$ cat src/rtl/qpc_pkg.sv
package qpc_pkg;
  localparam int FLAG_N   = 5;
  localparam int FL_OVF   = 0;
  localparam int FL_UNF   = 1;
  localparam int FL_CMP   = 2;
  localparam int FL_DCHG  = 3;
  localparam int FL_PHASE = 4;

  typedef struct packed {
    logic step;       // a qualified edge to count
    logic up;         // direction of that edge
    logic phase_err;  // both phases toggled together
  } qpc_evt_t;
endpackage

$ cat src/rtl/qpc_decode.sv
module qpc_decode
  import qpc_pkg::*;
(
  input  logic     clk,
  input  logic     enc_a,
  input  logic     enc_b,
  input  logic     count_en,
  input  logic     res_1x,
  output qpc_evt_t evt
);
  logic [1:0] prev_ab;
  logic a_chg, b_chg, up_dir, qualified;

  // Previous pair tracks the inputs always, including during reset and while
  // disabled, so re-enabling never sees a stale transition.
  always_ff @(posedge clk) prev_ab <= {enc_a, enc_b};

  always_comb begin
    a_chg     = enc_a ^ prev_ab[1];
    b_chg     = enc_b ^ prev_ab[0];
    // A leading B walks 00 -> 10 -> 11 -> 01: count up.
    up_dir    = a_chg ? (enc_a ^ enc_b) : ~(enc_a ^ enc_b);
    qualified = res_1x ? (a_chg & ~b_chg & enc_a) : (a_chg ^ b_chg);
    evt.step      = count_en & qualified;
    evt.up        = up_dir;
    evt.phase_err = count_en & a_chg & b_chg;
  end
endmodule

$ cat src/rtl/qpc_counter.sv
module qpc_counter
  import qpc_pkg::*;
#(
  parameter int CNT_W = 16
) (
  input  logic             clk,
  input  logic             rst,
  input  qpc_evt_t         evt,
  input  logic             clamp_mode,
  input  logic             swi_load,
  input  logic [CNT_W-1:0] init_val,
  input  logic [CNT_W-1:0] max_val,
  input  logic [CNT_W-1:0] cmp_val,
  output logic [CNT_W-1:0] position,
  output logic             direction,
  output logic             ovf_evt,
  output logic             unf_evt,
  output logic             cmp_evt,
  output logic             dchg_evt
);
  localparam logic [CNT_W-1:0] ONE  = CNT_W'(1);
  localparam logic [CNT_W-1:0] ZERO = '0;

  logic [CNT_W-1:0] pos_q, pos_d;
  logic             dir_q, dir_d, upd;

  always_comb begin
    pos_d    = pos_q;
    dir_d    = dir_q;
    upd      = 1'b0;
    ovf_evt  = 1'b0;
    unf_evt  = 1'b0;
    dchg_evt = 1'b0;
    if (swi_load) begin
      pos_d = init_val;
      upd   = 1'b1;
    end else if (evt.step) begin
      upd      = 1'b1;
      dir_d    = evt.up;
      dchg_evt = (evt.up != dir_q);
      if (evt.up) begin
        if (pos_q >= max_val) begin
          ovf_evt = 1'b1;
          pos_d   = clamp_mode ? max_val : ZERO;
        end else begin
          pos_d = pos_q + ONE;
        end
      end else if (clamp_mode) begin
        if (pos_q <= init_val) begin
          unf_evt = 1'b1;
          pos_d   = init_val;
        end else begin
          pos_d = pos_q - ONE;
        end
      end else begin
        if (pos_q == ZERO) begin
          unf_evt = 1'b1;
          pos_d   = max_val;
        end else begin
          pos_d = pos_q - ONE;
        end
      end
    end
    cmp_evt = upd && (pos_d == cmp_val);
  end

  always_ff @(posedge clk) begin
    if (rst) begin
      pos_q <= ZERO;
      dir_q <= 1'b1;
    end else begin
      pos_q <= pos_d;
      dir_q <= dir_d;
    end
  end

  assign position  = pos_q;
  assign direction = dir_q;

  assert_freeze_R11: assert property (@(posedge clk) disable iff (rst)
    (!evt.step && !swi_load) |=> $stable(pos_q));

  assert_wrap_top_R4: assert property (@(posedge clk) disable iff (rst)
    (!clamp_mode && evt.step && evt.up && !swi_load && pos_q == max_val) |=> (pos_q == ZERO));

  assert_clamp_top_R6: assert property (@(posedge clk) disable iff (rst)
    (clamp_mode && evt.step && evt.up && !swi_load && pos_q >= max_val) |=> (pos_q == $past(max_val)));

  assert_swi_load_R10: assert property (@(posedge clk) disable iff (rst)
    swi_load |=> (pos_q == $past(init_val)));
endmodule

$ cat src/rtl/qpc_flags.sv
module qpc_flags #(
  parameter int N = 5
) (
  input  logic         clk,
  input  logic         rst,
  input  logic [N-1:0] set_evt,
  input  logic [N-1:0] clr,
  input  logic [N-1:0] mask,
  output logic [N-1:0] flags,
  output logic         irq
);
  logic [N-1:0] flag_q;

  for (genvar i = 0; i < N; i++) begin : g_bit
    always_ff @(posedge clk) begin
      if (rst)             flag_q[i] <= 1'b0;
      else if (set_evt[i]) flag_q[i] <= 1'b1;   // set wins over clear
      else if (clr[i])     flag_q[i] <= 1'b0;
    end

    assert_sticky_R12: assert property (@(posedge clk) disable iff (rst)
      (flag_q[i] && !clr[i]) |=> flag_q[i]);
    assert_set_wins_R12: assert property (@(posedge clk) disable iff (rst)
      set_evt[i] |=> flag_q[i]);
  end

  assign flags = flag_q;
  assign irq   = |(flag_q & mask);
endmodule

$ cat src/rtl/quad_pos_counter.sv
module quad_pos_counter
  import qpc_pkg::*;
#(
  parameter int CNT_W = 16
) (
  input  logic             clk,
  input  logic             rst,
  input  logic             enc_a,
  input  logic             enc_b,
  input  logic             count_en,
  input  logic             res_1x,
  input  logic             clamp_mode,
  input  logic [CNT_W-1:0] init_val,
  input  logic [CNT_W-1:0] max_val,
  input  logic [CNT_W-1:0] cmp_val,
  input  logic             swi_we,
  input  logic             swi_wdata,
  output logic             swi_level,
  input  logic [4:0]       flag_clr,
  input  logic [4:0]       irq_mask,
  output logic [CNT_W-1:0] position,
  output logic             direction,
  output logic [4:0]       flags,
  output logic             irq
);
  qpc_evt_t          evt;
  logic              swi_q, swi_load;
  logic              ovf_evt, unf_evt, cmp_evt, dchg_evt;
  logic [FLAG_N-1:0] flag_set;

  // Level control bit; every write of 1 is a fresh reload request.
  always_ff @(posedge clk) begin
    if (rst)         swi_q <= 1'b0;
    else if (swi_we) swi_q <= swi_wdata;
  end
  assign swi_load  = swi_we & swi_wdata;
  assign swi_level = swi_q;

  qpc_decode u_decode (
    .clk(clk), .enc_a(enc_a), .enc_b(enc_b),
    .count_en(count_en), .res_1x(res_1x), .evt(evt)
  );

  qpc_counter #(.CNT_W(CNT_W)) u_counter (
    .clk(clk), .rst(rst), .evt(evt), .clamp_mode(clamp_mode),
    .swi_load(swi_load), .init_val(init_val), .max_val(max_val),
    .cmp_val(cmp_val), .position(position), .direction(direction),
    .ovf_evt(ovf_evt), .unf_evt(unf_evt), .cmp_evt(cmp_evt),
    .dchg_evt(dchg_evt)
  );

  always_comb begin
    flag_set           = '0;
    flag_set[FL_OVF]   = ovf_evt;
    flag_set[FL_UNF]   = unf_evt;
    flag_set[FL_CMP]   = cmp_evt;
    flag_set[FL_DCHG]  = dchg_evt;
    flag_set[FL_PHASE] = evt.phase_err;
  end

  qpc_flags #(.N(FLAG_N)) u_flags (
    .clk(clk), .rst(rst), .set_evt(flag_set), .clr(flag_clr),
    .mask(irq_mask), .flags(flags), .irq(irq)
  );

  assert_phase_hold_R7: assert property (@(posedge clk) disable iff (rst)
    (count_en && !swi_we && (enc_a != $past(enc_a)) && (enc_b != $past(enc_b)))
      |=> ($stable(position) && flags[FL_PHASE]));
endmodule

$ cat config.mk
export PLATFORM = sky130hd
export DESIGN_NAME = quad_pos_counter
export DESIGN_NICKNAME = d
export VERILOG_FILES = /design/src/rtl/qpc_pkg.sv /design/src/rtl/qpc_decode.sv /design/src/rtl/qpc_counter.sv /design/src/rtl/qpc_flags.sv /design/src/rtl/quad_pos_counter.sv
export SDC_FILE = /design/constraint.sdc
export NUM_CORES = 1
export LEC_CHECK = 0
export CORE_MARGIN = 4
export CORE_UTILIZATION = 55
export CTS_CLUSTER_DIAMETER = 60
export CTS_CLUSTER_SIZE = 8
export DETAILED_ROUTE_END_ITERATION = 12
export DONT_BUFFER_PORTS = 1
export MAX_ROUTING_LAYER = met4
export PLACE_DENSITY = 0.73
export SYNTH_ARGS = -nofsm -noshare
export SYNTH_HDL_FRONTEND = slang
export SYNTH_HIERARCHICAL = 1
export SYNTH_SLANG_ARGS = --single-unit
$ cat constraint.sdc
create_clock -name clk -period 3.2 [get_ports clk]
set_input_delay 0.64 -clock clk [delete_from_list [all_inputs] [get_ports clk]]
set_output_delay 0.64 -clock clk [all_outputs]
set_load 0.02 [all_outputs]
=== Word-level counts from Yosys, hierarchy flattened ===
Cells that the tools add are included.

* Input port bits: 67
* Bits in read-only memories: 0
* Output and inout bits: 24
* Memory bits (writable): 0
* Bits in registers: 25
* Memories: 0
* Latch bits: 0

* Shift operators: 0
* Reduce and logical (&&, ||, !) cells: 9
* Muxes and demuxes: 34
* Div/mod/pow operators: 0
* Multiply operators: 0
* Order comparisons: 2
* Bitwise logic cells: 14
* Eq/ne operators: 2
* Add/sub/neg operators: 2

{| class="wikitable"
|+ Operators with widths
! cell !! count
|-
| 2-to-1 mux 16 bit || 8
|-
| 2-to-1 mux 1 bit || 26
|-
| adder 16 x 1 -> 16 bit, second input constant || 1
|-
| == test 16 bit || 1
|-
| >= comparator 16 bit || 1
|-
| <= comparator 16 bit || 1
|-
| logical NOT 16 bit || 1
|-
| subtractor 16 x 1 -> 16 bit, second input constant || 1
|-
| nonzero test 2 bit || 5
|-
| AND 1 bit || 6
|-
| AND 5 bit || 1
|-
| OR reduction 5 bit || 1
|-
| bitwise XOR 1 bit || 4
|-
| inverter 1 bit || 3
|-
| AND reduction 2 bit || 1
|-
| logical AND 1 bit || 1
|-
| inequality test 1 bit || 1
|}

=== Longest topological paths before layout ===
* Depth in word-level cells: 11
* Mapped depth: 17
* Depth with buffers taken out: 14

=== Cells and area by module ===
Netlist, hierarchy kept.

{| class="wikitable"
|+ Modules (own cells, without submodules)
! module !! times used !! cells each !! area an instance (um^2)
|-
| qpc_counter || 1 || 435 || 3050.4
|-
| qpc_flags || 1 || 23 || 196.4
|-
| qpc_decode || 1 || 11 || 112.6
|-
| quad_pos_counter || 1 || 4 || 41.3
|}

=== Worst setup path before layout ===
No wires, ideal clock.

* Path type: input to register
* Start: input init_val[14]
* End: register u_flags.flag_q[2], in the netlist u_flags/flags[2]
* Path buffers: 1
* Library setup time: 0.070 ns
* Cell stages on the path: 15
* Slack: -0.273 ns
* Arrival: 3.403 ns
* Path through: inv_1 > ha_1 > nand4_2 > nor4_2 > o21ai_1 > and3_4 > buf_6 > o21a_4 > a221oi_2 > a22o_4 > nor3_1 > or4_1 > nor4_2 > inv_1 > a21oi_1

* Word-level cells in the longest chain between the ends: 9

{| class="wikitable"
|+ RTL lines
! element !! RTL line !! source
|-
| start, declared || quad_pos_counter.sv:13 || <nowiki>input logic [CNT_W-1:0] init_val,</nowiki>
|-
| <= comparator 16 bit || qpc_counter.sv:49 || <nowiki>if (pos_q <= init_val) begin</nowiki>
|-
| 2-to-1 mux 16 bit || qpc_counter.sv:49 ||
|-
| 2-to-1 mux 16 bit || qpc_counter.sv:48 || <nowiki>end else if (clamp_mode) begin</nowiki>
|-
| 2-to-1 mux 16 bit || qpc_counter.sv:41 || <nowiki>if (evt.up) begin</nowiki>
|-
| 2-to-1 mux 16 bit || qpc_counter.sv:37 || <nowiki>end else if (evt.step) begin</nowiki>
|-
| 2-to-1 mux 16 bit (*) || qpc_counter.sv:34 || <nowiki>if (swi_load) begin</nowiki>
|-
| == test 16 bit (*) || qpc_counter.sv:64 || <nowiki>cmp_evt = upd && (pos_d == cmp_val);</nowiki>
|-
| logical AND 1 bit (*) || qpc_counter.sv:64 ||
|-
| via cmp_evt || quad_pos_counter.sv:28 || <nowiki>logic ovf_evt, unf_evt, cmp_evt, dchg_evt;</nowiki>
|-
| 2-to-1 mux 1 bit / nonzero test 2 bit (equally long branches) || n/a ||
|-
| end signal, assigned by index || qpc_flags.sv:16 || <nowiki>if (rst) flag_q[i] <= 1'b0;</nowiki>
|-
| end signal, assigned by index || qpc_flags.sv:17 || <nowiki>else if (set_evt[i]) flag_q[i] <= 1'b1;</nowiki>
|-
| end signal, assigned by index || qpc_flags.sv:18 || <nowiki>else if (clr[i]) flag_q[i] <= 1'b0;</nowiki>
|-
| end, declared || qpc_flags.sv:12 || <nowiki>logic [N-1:0] flag_q;</nowiki>
|}

Mark *: on every way through the listed nets, which the timed path passes. The rest lies on a longest branch.
A chain may end at the register's enable or synchronous reset.

=== Final worst setup path ===
* Start: input init_val[5]
* End: register u_flags.flag_q[2], in the netlist u_flags/flags[2]

The elaborated chain is that of the path after synthesis.

==> impl_metrics.sql <==
INSERT INTO impl_metrics (metric_group, metric, value, unit) VALUES
('timing', 'timing.max_slew.rel_slack', '64.12', '%'),
('status', 'run_status', 'finished with violations', ''),
('final_layout', 'finalNonFillerCells', '625', ''),
('yosys', 'cell_count_after_synthesis', '473', ''),
('yosys', 'avgSynthCellArea', '7.190', 'um2'),
('die', 'floorplan.rows', '28', ''),
('setup_path', 'r2r_start', 'u_counter/position[0]', ''),
('power', 'static-leakage-power', '2.003', 'nW'),
('yosys', 'post_synth_mux_area_share', '0.5887', '%'),
('timing', 'rsz0062_at_grt', 'yes', ''),
('clocking', 'tritoncts_clock_tree', 'built', ''),
('setup_path', 'crit_type', 'in2reg', ''),
('timing', 'worst_slack', '-243.2', 'ps'),
('final_layout', 'n_antenna_cell', '0', ''),
('setup_path', 'worstPathArrival', '3660', 'ps'),
('placement', 'placed_area', '4160', 'um2'),
('detailed_routing', 'detailedRoute.firstIterationViolations', '729', ''),
('power', 'vdd.ir_drop.worst', '0.2368', 'mV'),
('yosys', 'yosys.cell_types.count', '63', ''),
('detailed_routing', 'via_count', '4200', ''),
('yosys', 'yosysSeqAreaShare', '14.72', '%'),
('yosys', 'mappedNetlistArea', '3401', 'um2'),
('die', 'dieHeight', '86.64', 'um'),
('yosys', 'synth_xor_xnor_area_share', '11.07', '%'),
('die', 'fp.dieArea', '7506', 'um2'),
('clocking', 'clk_pin_slew_worst_paths', '110', 'ps'),
('timing', 'achievable-frequency', '290.4', 'MHz'),
('final_layout', 'layout-drive-gt1-share', '30.00', '%'),
('global_route', 'grt.overflow.total', '0', ''),
('detailed_routing', 'wirelength', '14090', 'um'),
('yosys', 'simple_gate_area_share_of_the_yosys_netlist', '27.26', '%'),
('setup_path', 'setup_crit_start_kind', 'input port', ''),
('yosys', 'post_synth_main_area_contributors', 'sky130_fd_sc_hd__dfxtp_1 15%, sky130_fd_sc_hd__ha_1 13%, sky130_fd_sc_hd__xor2_1 5.9%, sky130_fd_sc_hd__xnor2_1 5.2%, sky130_fd_sc_hd__inv_1 4.7%', ''),
('global_route', 'maximum_number_of_pins_on_one_net_before_global_route_repair', '29', ''),
('yosys', 'synth-warning-count', '6', ''),
('detailed_routing', 'antenna_violating_nets_post_route', '0', ''),
('final_layout', 'final_net_count', '654', ''),
('yosys', 'synth_compound_gate_area_share', '24.32', '%'),
('power', 'power.density_cell_area', '348.2', 'nW/um2'),
('status', 'failed_checks', 'negative setup slack', ''),
('clocking', 'cts_buffers', '3', ''),
('setup_path', 'regToRegSetupSlack', '-240', 'ps'),
('die', 'initial_core_utilization', '57.10', '%'),
('clocking', 'htreeDepth', '1', ''),
('timing', 'worstMarginPinSlew', '532.6', 'ps'),
('final_layout', 'fin_area', '4611', 'um2'),
('detailed_routing', 'top_layer', 'met4', ''),
('timing', 'finalClockSkew', '7.370', 'ps'),
('setup_path', 'worst_ep_required', '3420', 'ps'),
('timing', 'period_needed', '3443', 'ps'),
('timing', 'finalSetupViolations', '1', ''),
('timing', 'final-max-slew-violation-count', '0', ''),
('clocking', 'cts.root.buffer_cell', 'sky130_fd_sc_hd__clkbuf_8', ''),
('detailed_routing', 'viasPerCell', '6.720', ''),
('placement', 'place.detailed.hpwl', '10390', 'um'),
('setup_path', 'timing.rr.end', 'u_flags/flags[2]', ''),
('placement', 'dp.cells', '605', ''),
('die', 'io_pins', '91', ''),
('final_layout', 'syn_to_final_growth', '35.58', '%'),
('detailed_routing', 'drt_first_pass_iters', '5', ''),
('global_route', 'grt_pass1_wl', '21780', 'um'),
('yosys', 'synth_async_sr_flop_share', '0', '%'),
('yosys', 'synth.top_cell.area_share', '14.72', '%'),
('clocking', 'cts_num_sinks', '25', ''),
('global_route', 'grt_util_all_layers', '38.65', '%'),
('worst_hold_path', 'min_path_type', 'in2reg', ''),
('yosys', 'postSynthRegisterBits', '25', ''),
('global_route', 'grt_pass1_vias', '4242', ''),
('worst_hold_path', 'whs_endpoint', 'u_decode/prev_ab[1]', ''),
('timing', 'hold_slack', '369.9', 'ps'),
('placement', 'port-buffer-count', '0', '');
## worst max path at each step
stage	start	to	slack, ps	depth (start not counted)
after floorplan	init_val[6]	u_flags/flags[2]	2	15
after global placement	init_val[5]	u_flags/flags[2]	-560	15
after detailed placement	init_val[5]	u_flags/flags[2]	-550	15
after CTS	u_counter/position[14]	u_flags/flags[2]	-150	15
after global routing	enc_b	u_flags/flags[2]	-300	15
final	init_val[5]	u_flags/flags[2]	-240	16
## where the power goes
part	internal, mW	switching [mW]
Sequential	0.341	0.0388
Combinational	0.472	0.531
Clock	0.0890	0.134
## flip-flops by register name, summed over array words and instances (netlist names)
register             cells
u_counter/position      16
u_decode/prev_ab         2
swi_level                1
u_counter/direction      1
u_flags/flags            5
## area by class of cell
class	instances	area (um2)
clock buffer	3	41.29
inverter	43	161.4
clock inverter	1	7.507
timing repair buffer	105	889.6
tap	75	93.84
fill	466	1345
multi-input combinational	373	2905
sequential	25	511.7
## layer usage
layer	global-route usage, %	vias up
met2	60.43	327
met4	20.68	0
li1	-	1867
met1	46.84	1923
met3	7.414	83
met5	-	-
## metrics by stage
stage	total power [mW]	setup WS, ps
2_1_floorplan	0.9175	1.957
3_3_place_gp	1.203	-560.8
3_5_place_dp	1.216	-546.6
4_1_cts	1.554	-148.8
5_1_grt	1.685	-300.8
6_report	1.605	-243.2
## cell families (layout without fill, tap and decap cells)
logic type	after synthesis	after routing
adder cells (fa/ha/maj)	36	36
AO/OA/AOI/OAI	117	117
XOR/XNOR	43	43
buffers and inverters	75	152
multiplexers	2	2
AND/OR/NAND/NOR	175	175
flip-flops	25	25
## timing repair
item                                    4_1_cts  5_1_grt
endpoints found under the setup margin        1        1
pin swaps                                    27        8
buffers inserted                             10        4
gates resized for setup                      40        4
gates cloned                                  2        0
## layout by cell type, fill, tap and decap left out, types with 3 or more instances in the layout
cell type                  synthesis  final
sky130_fd_sc_hd__ha_1             36     27
sky130_fd_sc_hd__inv_2             0      3
sky130_fd_sc_hd__nor2b_1           3      3
sky130_fd_sc_hd__ha_4              0      9
sky130_fd_sc_hd__a22oi_1           3      3
sky130_fd_sc_hd__nand2b_1          8      7
sky130_fd_sc_hd__o21ai_0          26     25
sky130_fd_sc_hd__nor4_2            4      4
sky130_fd_sc_hd__buf_12            0      3
sky130_fd_sc_hd__a211o_1           4      3
sky130_fd_sc_hd__clkbuf_8          0      3
sky130_fd_sc_hd__xnor2_1          20     19
sky130_fd_sc_hd__xor2_1           23     22
sky130_fd_sc_hd__a311oi_1          5      4
sky130_fd_sc_hd__dfxtp_2           0      6
sky130_fd_sc_hd__or3_1            12     12
sky130_fd_sc_hd__a211oi_2          0      3
sky130_fd_sc_hd__nor2_1           35     33
sky130_fd_sc_hd__a221o_1           5      5
sky130_fd_sc_hd__inv_1            43     40
sky130_fd_sc_hd__nand3_1          19     18
sky130_fd_sc_hd__nand4_1          13     13
sky130_fd_sc_hd__a21o_1            4      4
sky130_fd_sc_hd__nor4_1            5      4
sky130_fd_sc_hd__nor2_2            1      3
sky130_fd_sc_hd__and4_1            3      3
sky130_fd_sc_hd__a31oi_1           7      6
sky130_fd_sc_hd__buf_4             1     96
sky130_fd_sc_hd__dfxtp_1          25     18
sky130_fd_sc_hd__and2_1            5      5
sky130_fd_sc_hd__buf_6             1      3
sky130_fd_sc_hd__nand2_1          38     37
sky130_fd_sc_hd__a221oi_2          1      6
sky130_fd_sc_hd__nor3_1           15     14
sky130_fd_sc_hd__o211ai_1          8      8
sky130_fd_sc_hd__a21oi_1          23     22
## Yosys cell counts (7+ instances only)
library cell	number
sky130_fd_sc_hd__a21oi_1	23
sky130_fd_sc_hd__a221oi_1	8
sky130_fd_sc_hd__a31oi_1	7
sky130_fd_sc_hd__clkbuf_1	23
sky130_fd_sc_hd__dfxtp_1	25
sky130_fd_sc_hd__ha_1	36
sky130_fd_sc_hd__inv_1	43
sky130_fd_sc_hd__nand2_1	38
sky130_fd_sc_hd__nand2b_1	8
sky130_fd_sc_hd__nand3_1	19
sky130_fd_sc_hd__nand4_1	13
sky130_fd_sc_hd__nor2_1	35
sky130_fd_sc_hd__nor3_1	15
sky130_fd_sc_hd__o211ai_1	8
sky130_fd_sc_hd__o21ai_0	26
sky130_fd_sc_hd__or3_1	12
sky130_fd_sc_hd__xnor2_1	20
sky130_fd_sc_hd__xor2_1	23
## critical path, cell delays in order
cell and delay, ps:
sky130_fd_sc_hd__inv_1 70, sky130_fd_sc_hd__ha_4 280, sky130_fd_sc_hd__nand4_1 210, sky130_fd_sc_hd__nor4_4 260
sky130_fd_sc_hd__o21ai_1 150, sky130_fd_sc_hd__and3_4 180, sky130_fd_sc_hd__o21a_4 240, sky130_fd_sc_hd__buf_4 140
sky130_fd_sc_hd__buf_4 120, sky130_fd_sc_hd__a221oi_2 270, sky130_fd_sc_hd__a211oi_2 140, sky130_fd_sc_hd__xnor2_1 240
sky130_fd_sc_hd__o2111ai_1 200, sky130_fd_sc_hd__nor4_2 300, sky130_fd_sc_hd__inv_1 80, sky130_fd_sc_hd__a21oi_1 130
(Power assumes the default switching activity.)
